### src/rtl/i2cr_pkg.sv
// Shared types for the two-wire register port.
// Assumes: nothing beyond the enum encoding chosen here.
package i2cr_pkg;
    typedef enum logic [3:0] {
        PH_IDLE,
        PH_DEV,
        PH_DEV_ACK,
        PH_SUB,
        PH_SUB_ACK,
        PH_WR,
        PH_WR_ACK,
        PH_RD,
        PH_RD_ACK
    } phase_t;
endpackage

### src/rtl/i2cr_line_sync.sv
// Brings SCL and SDA into the clk domain through two flops and derives
// single-cycle SCL edge, START and STOP pulses from the synchronized lines.
// Assumes: each SCL level lasts several clk cycles; idle bus is high.
module i2cr_line_sync (
    input  logic clk,
    input  logic rst_n,
    input  logic scl_in,
    input  logic sda_in,
    output logic sda_s,
    output logic scl_rise,
    output logic scl_fall,
    output logic start_det,
    output logic stop_det
);
    logic scl_m, scl_s, scl_q;
    logic sda_m, sda_q;

    // Two-stage synchronizer plus one history stage per line.
    always_ff @(posedge clk) begin
        if (!rst_n) begin
            {scl_q, scl_s, scl_m} <= 3'b111;
            {sda_q, sda_s, sda_m} <= 3'b111;
        end else begin
            {scl_q, scl_s, scl_m} <= {scl_s, scl_m, scl_in};
            {sda_q, sda_s, sda_m} <= {sda_s, sda_m, sda_in};
        end
    end

    assign scl_rise  = scl_s & ~scl_q;
    assign scl_fall  = ~scl_s & scl_q;
    assign start_det = scl_s & scl_q & sda_q & ~sda_s;
    assign stop_det  = scl_s & scl_q & ~sda_q & sda_s;
endmodule

### src/rtl/i2cr_link_fsm.sv
// Bit and byte sequencer: matches the device address, takes the register
// index, assembles big-endian write pairs and serializes read words.
// Assumes: edge pulses from i2cr_line_sync; read data is combinational.
module i2cr_link_fsm
    import i2cr_pkg::*;
#(
    parameter logic [6:0] DEV_BASE = 7'h34,
    parameter int         ADDR_W   = 8,
    parameter int         DATA_W   = 16
) (
    input  logic              clk,
    input  logic              rst_n,
    input  logic [1:0]        strap,
    input  logic              sda_s,
    input  logic              scl_rise,
    input  logic              scl_fall,
    input  logic              start_det,
    input  logic              stop_det,
    input  logic [DATA_W-1:0] rd_data,
    output logic              wr_en,
    output logic [ADDR_W-1:0] wr_addr,
    output logic [DATA_W-1:0] wr_data,
    output logic [ADDR_W-1:0] ptr,
    output logic              sda_low,
    output phase_t            phase
);
    localparam int BYTE_W = 8;
    localparam int CNT_W  = $clog2(BYTE_W) + 1;
    localparam logic [CNT_W-1:0] LAST = CNT_W'(BYTE_W);

    logic [6:0]        dev_addr;
    logic [CNT_W-1:0]  bit_cnt;
    logic [BYTE_W-1:0] shreg, hi_byte, tx;
    logic              second, rw, mack;

    assign dev_addr = {DEV_BASE[6:2], strap};

    // Protocol sequencer: sample on SCL rise, drive on SCL fall.
    always_ff @(posedge clk) begin
        if (!rst_n) begin
            phase   <= PH_IDLE;
            bit_cnt <= '0;
            shreg   <= '0;
            hi_byte <= '0;
            tx      <= '0;
            second  <= 1'b0;
            rw      <= 1'b0;
            mack    <= 1'b0;
            ptr     <= '0;
            sda_low <= 1'b0;
            wr_en   <= 1'b0;
            wr_addr <= '0;
            wr_data <= '0;
        end else begin
            wr_en <= 1'b0;
            if (start_det) begin
                phase   <= PH_DEV;
                bit_cnt <= '0;
                second  <= 1'b0;
                sda_low <= 1'b0;
            end else if (stop_det) begin
                phase   <= PH_IDLE;
                second  <= 1'b0;
                sda_low <= 1'b0;
            end else if (phase == PH_DEV || phase == PH_SUB || phase == PH_WR) begin
                if (scl_rise) begin
                    shreg   <= {shreg[BYTE_W-2:0], sda_s};
                    bit_cnt <= bit_cnt + 1'b1;
                end else if (scl_fall && bit_cnt == LAST) begin
                    bit_cnt <= '0;
                    if (phase == PH_DEV) begin
                        if (shreg[7:1] == dev_addr) begin
                            rw      <= shreg[0];
                            sda_low <= 1'b1;
                            phase   <= PH_DEV_ACK;
                        end else begin
                            phase <= PH_IDLE;
                        end
                    end else if (phase == PH_SUB) begin
                        ptr     <= shreg;
                        sda_low <= 1'b1;
                        phase   <= PH_SUB_ACK;
                    end else begin
                        sda_low <= 1'b1;
                        phase   <= PH_WR_ACK;
                        second  <= ~second;
                        if (!second) begin
                            hi_byte <= shreg;
                        end else begin
                            wr_en   <= 1'b1;
                            wr_addr <= ptr;
                            wr_data <= {hi_byte, shreg};
                            ptr     <= ptr + 1'b1;
                        end
                    end
                end
            end else if (phase == PH_DEV_ACK) begin
                if (scl_fall) begin
                    second <= 1'b0;
                    if (rw) begin
                        phase   <= PH_RD;
                        sda_low <= ~rd_data[DATA_W-1];
                        tx      <= {rd_data[DATA_W-2:BYTE_W], 1'b0};
                        bit_cnt <= CNT_W'(1);
                    end else begin
                        phase   <= PH_SUB;
                        sda_low <= 1'b0;
                    end
                end
            end else if (phase == PH_SUB_ACK || phase == PH_WR_ACK) begin
                if (scl_fall) begin
                    sda_low <= 1'b0;
                    phase   <= PH_WR;
                end
            end else if (phase == PH_RD) begin
                if (scl_fall) begin
                    if (bit_cnt == LAST) begin
                        sda_low <= 1'b0;
                        bit_cnt <= '0;
                        phase   <= PH_RD_ACK;
                    end else begin
                        sda_low <= ~tx[BYTE_W-1];
                        tx      <= {tx[BYTE_W-2:0], 1'b0};
                        bit_cnt <= bit_cnt + 1'b1;
                    end
                end
            end else if (phase == PH_RD_ACK) begin
                if (scl_rise) begin
                    mack <= ~sda_s;
                end else if (scl_fall) begin
                    if (mack && !second) begin
                        second  <= 1'b1;
                        phase   <= PH_RD;
                        sda_low <= ~rd_data[BYTE_W-1];
                        tx      <= {rd_data[BYTE_W-2:0], 1'b0};
                        bit_cnt <= CNT_W'(1);
                    end else begin
                        phase <= PH_IDLE;
                    end
                end
            end
        end
    end
endmodule

### src/rtl/i2cr_reg_store.sv
// Register bank: read/write control words below RO_IDX, a read-only
// temperature word at RO_IDX, and zero for every higher index.
// Assumes: one write strobe per completed pair from the sequencer.
module i2cr_reg_store #(
    parameter int REG_COUNT = 48,
    parameter int ADDR_W    = 8,
    parameter int DATA_W    = 16,
    parameter int TEMP_W    = 8
) (
    input  logic                          clk,
    input  logic                          rst_n,
    input  logic                          wr_en,
    input  logic [ADDR_W-1:0]             wr_addr,
    input  logic [DATA_W-1:0]             wr_data,
    input  logic [ADDR_W-1:0]             rd_addr,
    input  logic [TEMP_W-1:0]             temp_in,
    output logic [DATA_W-1:0]             rd_data,
    output logic [(REG_COUNT-1)*DATA_W-1:0] cfg_flat
);
    localparam int RO_IDX = REG_COUNT - 1;

    logic [DATA_W-1:0] regs [RO_IDX];

    for (genvar g = 0; g < RO_IDX; g++) begin : g_word
        // One control word: cleared by reset, loaded by a matching strobe.
        always_ff @(posedge clk) begin
            if (!rst_n)
                regs[g] <= '0;
            else if (wr_en && wr_addr == ADDR_W'(g))
                regs[g] <= wr_data;
        end
        assign cfg_flat[g*DATA_W +: DATA_W] = regs[g];
    end

    // Read mux over control words, status word and reserved space.
    always_comb begin
        rd_data = '0;
        if (rd_addr == ADDR_W'(RO_IDX)) begin
            rd_data = {{(DATA_W-TEMP_W){1'b0}}, temp_in};
        end else begin
            for (int i = 0; i < RO_IDX; i++)
                if (rd_addr == ADDR_W'(i)) rd_data = regs[i];
        end
    end
endmodule

### src/rtl/i2c_word_slave.sv
// Top of the two-wire register port: synchronizer, sequencer, register bank.
// Assumes: clk runs at least 16x SCL; pads are open-drain outside the block.
module i2c_word_slave #(
    parameter logic [6:0] DEV_BASE  = 7'h34,
    parameter int         REG_COUNT = 48
) (
    input  logic                     clk,
    input  logic                     rst_n,
    input  logic                     scl_in,
    input  logic                     sda_in,
    input  logic [1:0]               strap,
    input  logic [7:0]               temp_in,
    output logic                     sda_pull_low,
    output logic [(REG_COUNT-1)*16-1:0] cfg_flat
);
    localparam int ADDR_W = 8;
    localparam int DATA_W = 16;

    logic sda_s, scl_rise, scl_fall, start_det, stop_det, wr_en;
    logic [ADDR_W-1:0] wr_addr, ptr;
    logic [DATA_W-1:0] wr_data, rd_data;
    i2cr_pkg::phase_t  link_phase;

    i2cr_line_sync u_sync (
        .clk(clk), .rst_n(rst_n), .scl_in(scl_in), .sda_in(sda_in),
        .sda_s(sda_s), .scl_rise(scl_rise), .scl_fall(scl_fall),
        .start_det(start_det), .stop_det(stop_det)
    );

    i2cr_link_fsm #(.DEV_BASE(DEV_BASE), .ADDR_W(ADDR_W), .DATA_W(DATA_W)) u_fsm (
        .clk(clk), .rst_n(rst_n), .strap(strap), .sda_s(sda_s),
        .scl_rise(scl_rise), .scl_fall(scl_fall), .start_det(start_det),
        .stop_det(stop_det), .rd_data(rd_data), .wr_en(wr_en),
        .wr_addr(wr_addr), .wr_data(wr_data), .ptr(ptr),
        .sda_low(sda_pull_low), .phase(link_phase)
    );

    i2cr_reg_store #(.REG_COUNT(REG_COUNT), .ADDR_W(ADDR_W), .DATA_W(DATA_W), .TEMP_W(8)) u_regs (
        .clk(clk), .rst_n(rst_n), .wr_en(wr_en), .wr_addr(wr_addr),
        .wr_data(wr_data), .rd_addr(ptr), .temp_in(temp_in),
        .rd_data(rd_data), .cfg_flat(cfg_flat)
    );
endmodule

### config.mk
export PLATFORM = sky130hd
export DESIGN_NAME = i2c_word_slave
export DESIGN_NICKNAME = d
export VERILOG_FILES = /design/src/rtl/i2cr_pkg.sv /design/src/rtl/i2cr_line_sync.sv /design/src/rtl/i2cr_link_fsm.sv /design/src/rtl/i2cr_reg_store.sv /design/src/rtl/i2c_word_slave.sv
export SDC_FILE = /design/constraint.sdc
export NUM_CORES = 1
export LEC_CHECK = 0
export CORE_AREA = 3 3 303 305
export CTS_CLUSTER_SIZE = 8
export DETAILED_ROUTE_END_ITERATION = 16
export DIE_AREA = 0 0 306 308
export DONT_BUFFER_PORTS = 1
export PLACE_DENSITY_LB_ADDON = 0.1
export SLEW_MARGIN = 30
export SYNTH_ARGS = -nofsm -noshare
export SYNTH_HDL_FRONTEND = slang
export SYNTH_SLANG_ARGS = --single-unit
export TNS_END_PERCENT = 30
### constraint.sdc
create_clock -name clk -period 3.8 [get_ports clk]
set_input_delay 0.95 -clock clk [delete_from_list [all_inputs] [get_ports clk]]
set_output_delay 0.95 -clock clk [all_outputs]
set_load 0.01 [all_outputs]
# --- Word level (Yosys, flattened, before mapping) ---
# Memory sizes are Yosys's and may differ from the RTL's.
# Index checks and enable logic that the tools add are counted.
word_totals:
  inputBits: 14
  romBits: 0
  latchBits: 0
  ff_bits: 75
  out_inout_bits: 753
  mem_count: 1
  word_cells: 615
  ramBits: 752
mem_list:
  columns: ["memory", "depth", "word_bits", "read_ports", "rd_ports_with_merged_regs", "write_ports", "line_no", "text"]
  rows:
  - ["u_regs.regs", 47, 16, 47, 0, 47, "i2cr_reg_store.sv:22", "logic [DATA_W-1:0] regs [RO_IDX];"]
classes:
  bitwise: 73
  shift: 0
  n_reduce_logical: 82
  n_mux: 314
  addsub: 2
  mul: 0
  div_mod_pow: 0
  n_eq_ne: 123
  order_cmp: 0
ops:
  columns: ["op", "count"]
  rows:
  - ["2-to-1 mux 16 bit", 95]
  - ["== test 8 x 5 -> 1 bit (second input constant)", 32]
  - ["== test 8 x 6 -> 1 bit (second input constant)", 31]
  - ["2-to-1 mux 1 bit", 174]
  - ["== test 8 x 4 -> 1 bit (second input constant)", 16]
  - ["2-to-1 mux 4 bit", 28]
  - ["2-to-1 mux 8 bit", 13]
  - ["== test 8 x 3 -> 1 bit (second input constant)", 8]
  - ["logical AND 1 bit", 49]
  - ["OR 1 bit", 47]
  - ["== test 8 x 2 -> 1 bit (second input constant)", 4]
  - ["AND reduction 8 bit", 4]
  - ["AND reduction 7 bit", 3]
  - ["AND reduction 10 bit", 2]
  - ["NOT 1 bit", 19]
  - ["== test 4 x 3 -> 1 bit (second input constant)", 4]
  - ["== test 8 x 1 -> 1 bit (second input constant)", 2]
  - ["logical NOT 8 bit", 2]
  - ["inequality test 7 x 4 -> 1 bit (second input constant)", 2]
  - ["inequality test 3 x 1 -> 1 bit (second input constant)", 4]
  - ["AND reduction 6 bit", 2]
  - ["nonzero test 3 bit", 4]
  - ["nonzero test 4 bit", 3]
  - ["inequality test 5 x 2 -> 1 bit (second input constant)", 2]
  - ["24 further kinds", 44]

# --- Longest topological paths before layout ---
depth:
  ltp_word: 58
  depth_mapped: 14
  ltp_nobuf: 10

# --- Cells and area by module ---
# From an unflattened synthesis, not the netlist that was laid out.
hier_totals:
  hier_cells: 3254
  hier_area_um2: 38769.7
by_module_without_submodules:
  columns: ["module", "seq_area_each_um2", "cells_per_inst", "area_per_inst_um2", "instances"]
  rows:
  - ["i2cr_reg_store", 22581.7, 2797, 34963.5, 1]
  - ["i2cr_link_fsm", 1361.3, 441, 3616.0, 1]
  - ["i2cr_line_sync", 120.1, 16, 190.2, 1]

# --- Least setup slack after synthesis ---
# OpenSTA, ideal clock, no wires.
synth_path:
  kind: "flip-flop to flip-flop"
  start: "reg u_fsm.wr_addr[7]"
  end: "mem u_regs.regs[27][0] (netlist: u_regs.regs[1][176]) (enable)"
  t_required_ns: 3.389
  slack_ns: 1.073
  arrival_ns: 2.316
  stages_incl_launch_ff: 5
  setup_ns: 0.411
  path_buffers: 1
  period_less_slack_ns: 2.727
  cell_sequence: "dfxtp_1 nor4b_1 nand2_1 clkbuf_1 o21ai_0"
synth_lines:
  columns: ["item", "line_no", "text"]
  rows:
  - ["from (decl)", "i2cr_link_fsm.sv:21", "output logic [ADDR_W-1:0] wr_addr,"]
  - ["from (signal assigned)", "i2cr_link_fsm.sv:91", "wr_addr <= ptr;"]
  - ["to (decl)", "i2cr_reg_store.sv:22", null]

# --- Worst setup path after layout ---
layout_path:
  start: "reg u_fsm.ptr[1]"
  end: "reg u_fsm.sda_low"
layout_between:
  elab_chain_len: 58
  word_cells_on_any_way: 108
  classes_between: "47 x eq/ne; 58 x mux; 2 x bitwise; 1 x reduce/logical"
layout_lines:
  columns: ["item", "line_no", "text"]
  rows:
  - ["from (decl)", "i2cr_link_fsm.sv:23", "output logic [ADDR_W-1:0] ptr,"]
  - ["from (signal assigned)", "i2cr_link_fsm.sv:80", "ptr <= shreg;"]
  - ["from (signal assigned)", "i2cr_link_fsm.sv:93", "ptr <= ptr + 1'b1;"]
  - ["logical NOT 8 bit", "i2cr_reg_store.sv:42", "if (rd_addr == ADDR_W'(i)) rd_data = regs[i];"]
  - ["2-to-1 mux 16 bit (47 in series)", "i2cr_reg_store.sv:42", null]
  - ["2-to-1 mux 16 bit (*)", "i2cr_reg_store.sv:38", "if (rd_addr == ADDR_W'(RO_IDX)) begin"]
  - ["NOT 1 bit", "i2cr_link_fsm.sv:134", "sda_low <= ~rd_data[BYTE_W-1];"]
  - ["2-to-1 mux 1 bit", "i2cr_link_fsm.sv:131", "if (mack && !second) begin"]
  - ["2-to-1 mux 1 bit", "i2cr_link_fsm.sv:130", "end else if (scl_fall) begin"]
  - ["2-to-1 mux 1 bit", "i2cr_link_fsm.sv:128", "if (scl_rise) begin"]
  - ["2-to-1 mux 1 bit", "i2cr_link_fsm.sv:127", "end else if (phase == PH_RD_ACK) begin"]
  - ["2-to-1 mux 1 bit", "i2cr_link_fsm.sv:115", "end else if (phase == PH_RD) begin"]
  - ["2-to-1 mux 1 bit", "i2cr_link_fsm.sv:110", "end else if (phase == PH_SUB_ACK || phase == PH_WR_ACK) begin"]
  - ["2-to-1 mux 1 bit (*)", "i2cr_link_fsm.sv:97", "end else if (phase == PH_DEV_ACK) begin"]
  - ["2-to-1 mux 1 bit (*)", "i2cr_link_fsm.sv:65", "end else if (phase == PH_DEV || phase == PH_SUB || phase == PH_WR) begin"]
  - ["to (signal assigned)", "i2cr_link_fsm.sv:102", "sda_low <= ~rd_data[DATA_W-1];"]
  - ["to (signal assigned)", "i2cr_link_fsm.sv:122", "sda_low <= ~tx[BYTE_W-1];"]
  - ["to (signal assigned)", "i2cr_link_fsm.sv:134", null]
  - ["to (decl)", "i2cr_link_fsm.sv:24", "output logic sda_low,"]
# Every way passes the cells marked *; elsewhere a longest branch is shown, timed or not. The select of a mux whose other input is x is not followed.
# A chain may end at the register's enable or synchronous reset.

==> flow_metrics.tcl <==
set metrics [dict create \
    cts_buffers 114 \
    violations "setup timing" \
    clk_pin_slew_ns 0.06 \
    pwr-share-clk 0.466 \
    power_frac_comb 0.017 \
    avgViaCountPerCell 7.13 \
    syn_area_um2 40100 \
    ys_async_sr_fraction 0 \
    hold_viol 0 \
    ir_worst_vdd_uv 427 \
    path_class "flop to flop" \
    grt_use_total 0.476 \
    die_area_um2 94200 \
    slew_viol_final 0 \
    relSlewSlack 0.283 \
    crit_required_ns 4.42 \
    hold_end "u_sync.scl_m$_SDFF_PN1_" \
    cap_violations 0 \
    multi_input_area_um2 14900 \
    rsz0062_at_grt "yes" \
    path_buf_inv 3 \
    worst_slack_ns -0.123 \
    p_sw_mw 4.75 \
    whs_ns 0.344 \
    hp-start "scl_in" \
    r2r_cells 11 \
    yosysWarningCount 0 \
    worst_pin_slew_ns 1.08 \
    r2r_start "u_fsm.ptr[1]$_SDFFE_PN0P_" \
    vias 35300 \
    postRouteAntennaNets 0 \
    netlist_instances 3584 \
    port_buffers 0 \
    clock.fmax_mhz 255 \
    synth_largest_area_cell "edfxtp_1" \
    internal-power_mw 15.7 \
    drc 0 \
    path_depth 11 \
    rows 110 \
    power_mw 20.4 \
    final_util 0.519 \
    clock_skew_ns 0.0330 \
    synthTopCellsByArea "edfxtp_1, and2_1, dfxtp_1, a21oi_1, o21ai_0" \
    syn_area_per_cell_um2 11.2 \
    fin_crit_ns 3.92 \
    period_share 1.03 \
    start_util 0.447 \
    coreArea_um2 89600 \
    cts_root_buf "clkbuf_16" \
    regArea_um2 24100 \
    clockBufferDepth 3 \
    p_leak_nw 16.9 \
    worstSetupEndpointType "flop" \
    grt-ovfl-total 0 \
    startpoint "u_fsm.ptr[1]$_SDFFE_PN0P_" \
    die_height_um 308 \
    place_ws_ns -0.287 \
    yosys_register_bits 826 \
    cp_cell_sequence "inv_1 -> ha_4 -> buf_4 -> inv_1 -> o22a_1 -> a221oi_1 -> o221ai_1 -> a21oi_1 -> o211ai_1 -> a211o_1 -> a311oi_1" \
    start_kind "flop" \
    reg2reg_to "u_fsm.sda_low$_SDFFE_PP0P_" \
    num_io_pins 767 \
    ff2ff_setup_slack_ns -0.12 \
    first_pass_iters 8 \
    cts_num_sinks 826 \
    grt_pass1_wl_mm 304 \
    fillers 7856 \
    hold_class "primary input to flop" \
    crit_path_frequent_cell "inv_1" \
    hold_buffers 0 \
    routed_wl_mm 232 \
    setup_viol_count_final 4 \
    drt_iter0_drc 7180 \
    fp.dieW_um 306 \
    area_growth_pct 16.1 \
    netSwitchingFraction 0.232 \
    status "finished, violations left" \
    cts_tree "built" \
    grt_max_degree 73 \
    synth_top_area_share 0.564 \
    min_path_cells 1 \
    htree_levels 3 \
    yosys_most_used_dff "edfxtp_1" \
    synth_cell_type_count 99 \
    wl_per_cell_um 46.8 \
    layout-drive-gt1-share 0.155 \
    first_global_vias 32700 \
    place.gp.congestion 1.09 \
    critPathSlowestCell "o211ai_1" \
    powerDensity_nw_per_um2 439 \
    antenna_found_initial 26 \
    syn_nets 3604 \
    synth-edff-count 752 \
    crit_fanout 21 \
    worst_skew_pair.late_latency_ns 0.74 \
    critical_path_arrival_ns 4.54 \
    nNetsFinal 3735 \
    ys_seq_area_frac 0.601 \
    path_delay_family "compound AO/OA/AOI/OAI gates" \
    dpl.hpwl_mm 172 \
    slowest_delay_ns 0.44 \
    p_seq_frac 0.516 \
]
[layout by cell type (no fill, tap or decap), drive strengths merged, types with 9 or more instances in the layout]
master	synthesis	routed
a221oi	77	77
o221ai	31	31
o22a	10	10
a21oi	202	202
o31ai	15	15
buf	65	337
a311oi	12	12
dfxtp	74	74
diode	0	9
nand4	14	14
nor4	12	12
nor2	211	211
o211ai	26	26
a22o	11	11
inv	21	23
o22ai	79	79
o21ai	196	196
nand3b	21	21
nor3	49	49
nor2b	28	28
a221o	21	21
edfxtp	752	752
clkbuf	257	159
o21a	13	13
a31oi	28	28
and3b	10	10
and2	762	762
nand2b	36	36
nand2	235	235
nand3	57	57
a22oi	50	50
mux2i	11	11
and3	14	14
a211oi	25	25
[cell type report]
type / instances / share of cell area
sequential: 826 / 0.519
multi-input combinational: 2414 / 0.321
clock buffer: 159 / 0.0650
timing repair buffer: 337 / 0.0584
tap: 1176 / 0.0316
clock inverter: 9 / 0.00352
inverter: 22 / 0.00178
antenna: 9 / 0.000484
[cells by family (layout without fill, tap and decap cells)]
logic type	after synthesis	count (layout)	share of synthesized area
compound gates	894	894	0.150
other cells	0	9	0
fa+ha+maj	6	6	0.00187
buf+inv	344	527	0.0346
simple gates	1499	1499	0.209
mux	11	11	0.00275
xor+xnor	4	4	0.000875
flops	826	826	0.601
[power by group through the flow]
stage               Combinational (mW)  Clock [mW]  Sequential, mW
finish                           0.348        9.53            10.6
global route                     0.358        9.85            10.5
CTS                              0.337        9.49            10.5
floorplan                        0.181           0            10.5
detailed placement               0.336           0            10.7
global placement                 0.327           0            10.7
[synthesized netlist by cell type (47+ instances only)]
cell,instances
a221oi_1,74
a21oi_1,202
clkbuf_1,255
nor2_1,203
nand2_1,235
nand3_1,56
edfxtp_1,752
a22oi_1,49
dfxtp_1,74
o21ai_0,192
nor3_1,47
and2_1,762
o22ai_1,79
[registers in the layout, summed over array words and instances (netlist names), 4 cells and up]
name	count
u_fsm.shreg	8
u_fsm.wr_data	16
u_fsm.tx	7
u_fsm.wr_addr	8
u_fsm.bit_cnt	4
u_regs.regs	752
u_fsm.ptr	8
u_fsm.phase	4
u_fsm.hi_byte	8
[worst max-delay path by stage]
stage,to
after global routing,u_fsm.sda_low$_SDFFE_PP0P_
final,u_fsm.sda_low$_SDFFE_PP0P_
after detailed placement,u_fsm.tx[1]$_SDFFE_PN0P_
after CTS,u_fsm.sda_low$_SDFFE_PP0P_
after floorplan,u_regs.regs[1][176]$_SDFFCE_PN0P_
after global placement,u_fsm.tx[1]$_SDFFE_PN0P_
[repair_timing]
item | 4_1_cts | 5_1_grt
buffers inserted | 0 | 0
cloned | 0 | 0
gates resized for setup | 5 | 6
setup endpoints to repair | 3 | 6
pin swaps | 1 | 2
[layer usage]
layer	part of all wire	global-route usage	vias up
met5	0.00029	0	-
met4	0.077	0.277	10
met3	0.15	0.192	806
met2	0.43	0.711	3516
met1	0.34	0.584	17500
li1	-	-	13500
[stage by stage]
step	setup TNS (ns)	area, um^2	instances
CTS	0	46500	4943
detailed placement	-0.521	43300	4775
finish	-0.313	46500	4952
global placement	-0.410	43200	4775
global route	-0.0456	46500	4946
floorplan	0	40100	3584
Power figures use the tool's default switching activity.
